==> src/rtl/ata_pio_pkg.sv <==
package ata_pio_pkg;

  localparam int TW_W   = 32;
  localparam int CNT_W  = 5;

  localparam int D_INACT_LSB = 0;
  localparam int D_INACT_W   = 4;
  localparam int D_ACT_LSB   = 4;
  localparam int D_ACT_W     = 5;
  localparam int C_INACT_LSB = 9;
  localparam int C_INACT_W   = 4;
  localparam int C_ACT_LSB   = 13;
  localparam int C_ACT_W     = 5;
  localparam int D_SETUP_LSB = 22;
  localparam int T_SETUP_LSB = 25;
  localparam int SETUP_W     = 3;

  typedef struct packed {
    logic [CNT_W-1:0] setup;
    logic [CNT_W-1:0] act;
    logic [CNT_W-1:0] inact;
  } cyc_timing_t;

  typedef enum logic [1:0] {
    PH_IDLE,
    PH_SETUP,
    PH_LOW,
    PH_GAP
  } phase_t;

endpackage

==> src/rtl/ata_timing_store.sv <==
module ata_timing_store #(
  parameter int NUM_DRIVES = 2,
  parameter int DSEL_W     = 1,
  parameter int TW_W       = 32
) (
  input  logic              clk,
  input  logic              we,
  input  logic [DSEL_W-1:0] sel,
  input  logic [TW_W-1:0]   wdata,
  output logic [TW_W-1:0]   rdata,
  input  logic [DSEL_W-1:0] req_sel,
  output logic [TW_W-1:0]   req_word
);

  logic [TW_W-1:0] mem [NUM_DRIVES];
  logic [TW_W-1:0] rdata_q;

  always_ff @(posedge clk) begin
    if (we) begin
      mem[sel] <= wdata;
    end
    rdata_q <= mem[sel];
  end

  assign rdata    = rdata_q;
  assign req_word = mem[req_sel];

endmodule

==> src/rtl/ata_timing_decode.sv <==
module ata_timing_decode
  import ata_pio_pkg::*;
(
  input  logic [TW_W-1:0] word,
  input  logic            taskfile,
  output cyc_timing_t     timing
);

  logic [CNT_W-1:0] d_act, d_inact, d_setup;
  logic [CNT_W-1:0] c_act, c_inact, c_setup;
  logic             unused_flag_bits;

  assign d_act   = CNT_W'(word[D_ACT_LSB   +: D_ACT_W]);
  assign d_inact = CNT_W'(word[D_INACT_LSB +: D_INACT_W]);
  assign d_setup = CNT_W'(word[D_SETUP_LSB +: SETUP_W]);
  assign c_act   = CNT_W'(word[C_ACT_LSB   +: C_ACT_W]);
  assign c_inact = CNT_W'(word[C_INACT_LSB +: C_INACT_W]);
  assign c_setup = CNT_W'(word[T_SETUP_LSB +: SETUP_W]);

  // mode flags and the high-speed field play no part in strobe timing
  assign unused_flag_bits = ^{word[31:28], word[21:18]};

  always_comb begin
    if (taskfile) begin
      timing.setup = c_setup;
      timing.act   = c_act;
      timing.inact = c_inact;
    end else begin
      timing.setup = d_setup;
      timing.act   = d_act;
      timing.inact = d_inact;
    end
  end

endmodule

==> src/rtl/ata_pio_seq.sv <==
module ata_pio_seq
  import ata_pio_pkg::*;
#(
  parameter int LEN_W = 4
) (
  input  logic             clk,
  input  logic             rst,
  input  logic             start,
  input  logic             write,
  input  logic             taskfile,
  input  logic [LEN_W-1:0] words_m1,
  input  cyc_timing_t      timing,
  output logic             busy,
  output logic             done,
  output logic             rd_n,
  output logic             wr_n
);

  phase_t           phase;
  logic [CNT_W-1:0] cnt;
  logic [CNT_W-1:0] act_q, inact_q;
  logic [LEN_W-1:0] rem;
  logic             wr_q;

  always_ff @(posedge clk) begin
    if (rst) begin
      phase   <= PH_IDLE;
      cnt     <= '0;
      act_q   <= '0;
      inact_q <= '0;
      rem     <= '0;
      wr_q    <= 1'b0;
      busy    <= 1'b0;
      done    <= 1'b0;
      rd_n    <= 1'b1;
      wr_n    <= 1'b1;
    end else begin
      done <= 1'b0;
      unique case (phase)
        PH_IDLE: begin
          if (start) begin
            phase   <= PH_SETUP;
            busy    <= 1'b1;
            cnt     <= timing.setup;
            act_q   <= timing.act;
            inact_q <= timing.inact;
            wr_q    <= write;
            rem     <= taskfile ? '0 : words_m1;
          end
        end
        PH_SETUP, PH_GAP: begin
          if (cnt == '0) begin
            phase <= PH_LOW;
            cnt   <= act_q;
            rd_n  <= wr_q;
            wr_n  <= ~wr_q;
          end else begin
            cnt <= cnt - CNT_W'(1);
          end
        end
        PH_LOW: begin
          if (cnt == '0) begin
            rd_n <= 1'b1;
            wr_n <= 1'b1;
            if (rem == '0) begin
              phase <= PH_IDLE;
              busy  <= 1'b0;
              done  <= 1'b1;
            end else begin
              phase <= PH_GAP;
              cnt   <= inact_q;
              rem   <= rem - LEN_W'(1);
            end
          end else begin
            cnt <= cnt - CNT_W'(1);
          end
        end
        default: phase <= PH_IDLE;
      endcase
    end
  end

endmodule

==> src/rtl/ata_pio_strobe_gen.sv <==
module ata_pio_strobe_gen
  import ata_pio_pkg::*;
#(
  parameter int NUM_DRIVES = 2,
  parameter int DSEL_W     = (NUM_DRIVES > 1) ? $clog2(NUM_DRIVES) : 1,
  parameter int LEN_W      = 4
) (
  input  logic              clk,
  input  logic              rst,
  input  logic              cfg_we,
  input  logic [DSEL_W-1:0] cfg_sel,
  input  logic [31:0]       cfg_wdata,
  output logic [31:0]       cfg_rdata,
  input  logic              req_valid,
  output logic              req_ready,
  input  logic              req_write,
  input  logic              req_taskfile,
  input  logic [DSEL_W-1:0] req_drive,
  input  logic [LEN_W-1:0]  req_words_m1,
  output logic              rd_n,
  output logic              wr_n,
  output logic              done
);

  logic [TW_W-1:0] sel_word;
  cyc_timing_t     sel_timing;
  logic            busy;
  logic            start;

  assign req_ready = ~busy;
  assign start     = req_valid & ~busy;

  ata_timing_store #(
    .NUM_DRIVES (NUM_DRIVES),
    .DSEL_W     (DSEL_W),
    .TW_W       (TW_W)
  ) u_store (
    .clk      (clk),
    .we       (cfg_we),
    .sel      (cfg_sel),
    .wdata    (cfg_wdata),
    .rdata    (cfg_rdata),
    .req_sel  (req_drive),
    .req_word (sel_word)
  );

  ata_timing_decode u_decode (
    .word     (sel_word),
    .taskfile (req_taskfile),
    .timing   (sel_timing)
  );

  ata_pio_seq #(
    .LEN_W (LEN_W)
  ) u_seq (
    .clk      (clk),
    .rst      (rst),
    .start    (start),
    .write    (req_write),
    .taskfile (req_taskfile),
    .words_m1 (req_words_m1),
    .timing   (sel_timing),
    .busy     (busy),
    .done     (done),
    .rd_n     (rd_n),
    .wr_n     (wr_n)
  );

endmodule

==> config.mk <==
export PLATFORM = sky130hd
export DESIGN_NAME = ata_pio_strobe_gen
export DESIGN_NICKNAME = d
export VERILOG_FILES = /design/src/rtl/ata_pio_pkg.sv /design/src/rtl/ata_timing_store.sv /design/src/rtl/ata_timing_decode.sv /design/src/rtl/ata_pio_seq.sv /design/src/rtl/ata_pio_strobe_gen.sv
export SDC_FILE = /design/constraint.sdc
export NUM_CORES = 1
export LEC_CHECK = 0
export BUFFER_PORTS_ARGS = -buffer_cell sky130_fd_sc_hd__buf_2
export CAP_MARGIN = 30
export CORE_ASPECT_RATIO = 0.8
export CORE_MARGIN = 4
export CORE_UTILIZATION = 35
export CTS_CLUSTER_DIAMETER = 200
export DETAILED_ROUTE_END_ITERATION = 6
export GPL_TIMING_DRIVEN = 0
export PLACE_DENSITY = 0.57
export SLEW_MARGIN = 25
export SYNTH_ARGS = -nofsm -noshare
export SYNTH_HDL_FRONTEND = slang
export SYNTH_HIERARCHICAL = 1
export SYNTH_SLANG_ARGS = --single-unit
==> constraint.sdc <==
create_clock -name clk -period 5.65 [get_ports clk]
set_input_delay 0.8475 -clock clk [delete_from_list [all_inputs] [get_ports clk]]
set_output_delay 0.8475 -clock clk [all_outputs]
set_load 0.1 [all_outputs]
After elaboration in Yosys (flattened, before gate mapping)
Memory sizes are Yosys's and may differ from the RTL's. A register that Yosys moved wholly into a read port is not among the register bits.
Index checks and enable logic that the tools add are counted.
{"block": "totals", "register_bits": 26, "ram_bits": 64, "in_bits": 44, "out_inout_bits": 36, "wordCells": 68, "n_memories": 1}
{"block": "op_classes", "n_addsub": 2, "n_eq_ne": 9, "mux": 28, "bitwise_logic": 5, "reduce_logical": 13}
{"name": "u_store.mem", "words": 2, "width": 32, "read_ports": 2, "rd_clocked_by_memory_dff": 1, "wr": 1, "line_no": "ata_timing_store.sv:15", "source": "logic [TW_W-1:0] mem [NUM_DRIVES];"}
{"operator": "5-bit two-way mux", "count": 4}
{"operator": "4-bit two-way mux", "count": 4}
{"operator": "5-bit one-hot mux with 3 select lines", "count": 1}
{"operator": "13-bit two-way mux", "count": 1}
{"operator": "1-bit two-way mux", "count": 9}
{"operator": "2-bit two-way mux", "count": 4}
{"operator": "4-bit one-hot mux with 2 select lines", "count": 1}
{"operator": "4-bit AND reduction", "count": 2}
{"operator": "2-bit by 1-bit != test with 1-bit output, second input constant", "count": 3}
{"operator": "1-bit one-hot mux with 2 select lines", "count": 3}
{"operator": "2-bit one-hot mux with 3 select lines", "count": 1}
{"operator": "3-bit AND reduction", "count": 2}
{"operator": "5-bit zero test", "count": 1}
{"operator": "5-bit by 1-bit subtractor with 5-bit output, second input constant", "count": 1}
{"operator": "2-bit == test, second input constant", "count": 2}
{"operator": "4-bit zero test", "count": 1}
{"operator": "2-bit != test, second input constant", "count": 2}
{"operator": "1-bit NOT", "count": 4}
{"operator": "2-bit AND reduction", "count": 2}
{"operator": "2-bit nonzero test", "count": 2}
{"operator": "4-bit by 1-bit subtractor with 4-bit output, second input constant", "count": 1}
{"operator": "3-bit != test, second input constant", "count": 1}
{"operator": "3-bit OR reduction", "count": 1}
{"operator": "2-bit by 1-bit == test with 1-bit output, second input constant", "count": 1}
{"operator": "other kinds (3)", "count": 3}

Longest topological paths before layout
{"block": "depth", "word_depth": 4, "mapped_depth": 7, "depth_no_buf": 6}

Cells and area by module
Netlist, hierarchy kept.
{"module": "ata_timing_store", "instances": 1, "cells_each": 170, "area_each_um2": 3624.7, "seq_area_each_um2": 2562.5}
{"module": "ata_pio_seq", "instances": 1, "cells_each": 156, "area_each_um2": 1317.5, "seq_area_each_um2": 520.5}
{"module": "ata_timing_decode", "instances": 1, "cells_each": 17, "area_each_um2": 210.2, "seq_area_each_um2": 0.0}
{"module": "ata_pio_strobe_gen", "instances": 1, "cells_each": 2, "area_each_um2": 10.0, "seq_area_each_um2": 0.0}

Worst setup path after synthesis
Ideal clock, no wire load.
{"block": "synth_timing", "path_kind": "input-to-reg", "from": "in cfg_sel", "to": "mem u_store.mem[0][0] (enable)", "arrival_ps": 2576, "required_ps": 5225, "path_slack_ps": 2649, "path_stages": 3, "path_cell_list": "buf_6 -> buf_8 -> nor2b_1"}
{"element": "start, declared", "line_no": "ata_pio_strobe_gen.sv:11", "source": "input logic [DSEL_W-1:0] cfg_sel,"}
{"element": "end, declared", "line_no": "ata_timing_store.sv:15"}
No word-level cell before the write port.

Worst setup path in the final report
{"block": "layout_timing", "from": "reg u_seq.cnt[0]", "to": "reg u_seq.rem[0]"}
{"block": "layout_via", "elab_chain_len": 3}
{"element": "start, declared", "line_no": "ata_pio_seq.sv:20", "source": "logic [CNT_W-1:0] cnt;"}
{"element": "start signal, assigned", "line_no": "ata_pio_seq.sv:44", "source": "cnt <= timing.setup;"}
{"element": "start signal, assigned", "line_no": "ata_pio_seq.sv:54", "source": "cnt <= act_q;"}
{"element": "start signal, assigned", "line_no": "ata_pio_seq.sv:58", "source": "cnt <= cnt - CNT_W'(1);"}
{"element": "5-bit zero test", "line_no": "ata_pio_seq.sv:62", "source": "if (cnt == '0) begin"}
{"element": "2-bit by 1-bit != test with 1-bit output (no line)"}
{"element": "4-bit AND reduction (no line)"}
{"element": "end signal, assigned", "line_no": "ata_pio_seq.sv:48", "source": "rem <= taskfile ? '0 : words_m1;"}
{"element": "end signal, assigned", "line_no": "ata_pio_seq.sv:72", "source": "rem <= rem - LEN_W'(1);"}
{"element": "end, declared", "line_no": "ata_pio_seq.sv:22", "source": "logic [LEN_W-1:0] rem;"}
Every way passes these cells.
A chain may end at the register's enable or synchronous reset.

==> results.py <==
metrics = {
    "status": {
        "status": "completed",
    },
    "setup_path": {
        "endpoint": "u_seq/rem[0]",
        "reg2reg_slack_ns": 3.54,
        "slowest_stage": "or4b_1",
        "cp-startpoint": "u_seq/cnt[0]",
        "critPathTopFamily": "simple AND/OR/NAND/NOR gates",
        "critPathBufInv": 1,
        "r2r_end": "u_seq/rem[0]",
        "r2r-start": "u_seq/cnt[0]",
        "worst-path-stages": 6,
        "cp_data_required_time_ns": 5.96,
        "crit_type": "flop to flop",
        "cpPeakStageDelay_ns": 0.49,
        "path_cells": "inv_1 -> ha_1 -> or4b_1 -> o31a_1 -> or2_4 -> o41ai_2",
        "reg2regPathDepth": 6,
        "critPathMaxFanout": 5,
        "cp-end-kind": "flop",
        "start_kind": "flop",
        "crit_arrival_ns": 2.42,
    },
    "timing": {
        "holdWs_ns": 0.469,
        "fin_skew_ns": 0.00796,
        "relSlewSlack_pct": 54.3,
        "worst_pin_slew_ns": 0.682,
        "hold_viol": 0,
        "period_share_pct": 37.4,
        "fmax_mhz": 474,
        "drv_slew": 0,
        "rsz0062_at_grt": "no",
        "finalSetupTns_ns": 0,
        "finalSetupViolCount": 0,
        "fin_crit_ns": 2.11,
        "fin_ws_ns": 3.54,
    },
    "global_route": {
        "grt_usage_pct": 12.6,
        "grt_pass1_vias": 3116,
        "grt_max_degree": 26,
        "grt_pass1_wl_um": 15600,
        "gr-total-overflow": 0,
        "antenna_found_initial": 0,
    },
    "routing": {
        "drc": 0,
        "vias": 2955,
        "routed_via_density": 4.69,
        "drt_first_iter_violations": 172,
        "drtPass1Iterations": 4,
        "wirelength_um": 9750,
        "wl_per_cell_um": 15.5,
        "ant_nets": 0,
    },
    "pwr": {
        "swShare_pct": 29.3,
        "p_int_mw": 2.04,
        "p_clk_share_pct": 39.8,
        "cellPowerDensity_nw_per_um2": 451,
        "ir_drop_v": 0.000254,
        "power_frac_comb_pct": 22.5,
        "p_leak_nw": 2.63,
        "netSwitchingPower_mw": 0.842,
        "power_mw": 2.88,
        "p_seq_share_pct": 37.7,
    },
    "floorplanning": {
        "io_pins": 80,
        "start_util_pct": 36.5,
        "dieArea_um2": 16400,
        "core.rowCount": 38,
        "die_x_um": 142,
        "core_area_um2": 13800,
        "die_h_um": 115,
    },
    "finish": {
        "stdcell_count": 630,
        "antenna_cells": 0,
        "multi_input_area_um2": 1760,
        "nFillCells": 1213,
        "design_area_um2": 6380,
        "fin_util_pct": 46.1,
        "finalNetCount": 484,
        "drive_above_1_share_pct": 43.6,
        "area_growth_pct": 26.4,
        "seq_area_um2": 3080,
    },
    "placement": {
        "dp.cells": 599,
        "dp_slack_ns": 3.37,
        "dpl.hpwl_um": 7010,
        "place_congestion": 0.923,
        "place_area_um2": 5750,
        "port-buffer-count": 77,
    },
    "clock_network": {
        "cts_setup_buffers": 0,
        "cts_buffers": 17,
        "cts-root-buf": "clkbuf_16",
        "cts_sinks": 122,
        "cts.repair.resized": 0,
        "cts_hold_buf": 0,
        "clk_pin_slew_worst_paths_ns": 0.06,
        "cts_tree": "yes",
        "clk_latency_ns": 0.40,
        "cts_buffer_depth": 2,
        "htree_levels": 4,
    },
    "flow_run": {
        "cap_violations": 0,
    },
    "logic_synthesis": {
        "postSynthAreaPerCell_um2": 15.0,
        "yosys_warnings": 6,
        "syn_inst": 337,
        "syn-cell-area_um2": 5050,
    },
    "min_path": {
        "hold_path.class": "flop to flop",
    },
}
sequential cells by signal (all words and copies together) (netlist names):
name,count
u_store/mem,64
u_seq/phase,2
u_seq/rd_n,1
u_seq/done,1
u_seq/act_q,5
u_seq/wr_n,1
u_seq/busy,1
u_seq/wr_q,1
u_seq/rem,4
u_seq/inact_q,5
u_seq/cnt,5
u_store/rdata,32
power groups by stage:
| stage | Sequential (mW) | Combinational [mW] | Clock, mW |
|---|---|---|---|
| floorplan | 1.26 | 0.350 | 0 |
| global placement | 1.10 | 0.630 | 0 |
| detailed placement | 1.10 | 0.646 | 0 |
| CTS | 1.09 | 0.649 | 1.17 |
| global route | 1.10 | 0.693 | 1.22 |
| finish | 1.09 | 0.646 | 1.15 |
cell usage in the layout, fill, tap and decap left out, drive strengths merged, types with 6 or more instances in the layout:
master,count
buf,93
mux2,69
edfxtp,64
dfxtp,58
clkbuf,25
nor2,17
inv,14
mux2i,11
nand2,10
o21ai,10
a21oi,8
a31oi,6
final cells by class:
cell class / instances / area share (%)
buffer: 19 / 2.71
timing repair buffer: 80 / 7.22
inverter: 13 / 0.765
clock buffer: 19 / 6.79
clock inverter: 12 / 3.08
sequential: 122 / 48.3
multi-input combinational: 185 / 27.6
tap: 180 / 3.53
worst min path at each step:
stage | from | endpoint | slack (ns) | cells after the start
floorplan | u_store/mem[1][29] | u_store/rdata[29] | 0.45 | 1
global placement | u_store/mem[1][29] | u_store/rdata[29] | 0.45 | 1
detailed placement | u_store/mem[1][30] | u_store/rdata[30] | 0.45 | 1
CTS | u_store/mem[1][31] | u_store/rdata[31] | 0.47 | 1
global route | u_store/mem[0][19] | u_store/rdata[19] | 0.49 | 1
finish | u_store/mem[1][31] | u_store/rdata[31] | 0.47 | 1
metal layers:
layer	up-vias	global-route usage [%]	wire length, µm
met2	106	20.5	4730
met3	10	5.86	805
li1	1445	-	-
met1	1394	14.8	4110
met4	0	4.41	102
met5	-	0	0
No activity file was read; power rests on OpenSTA's default activity.
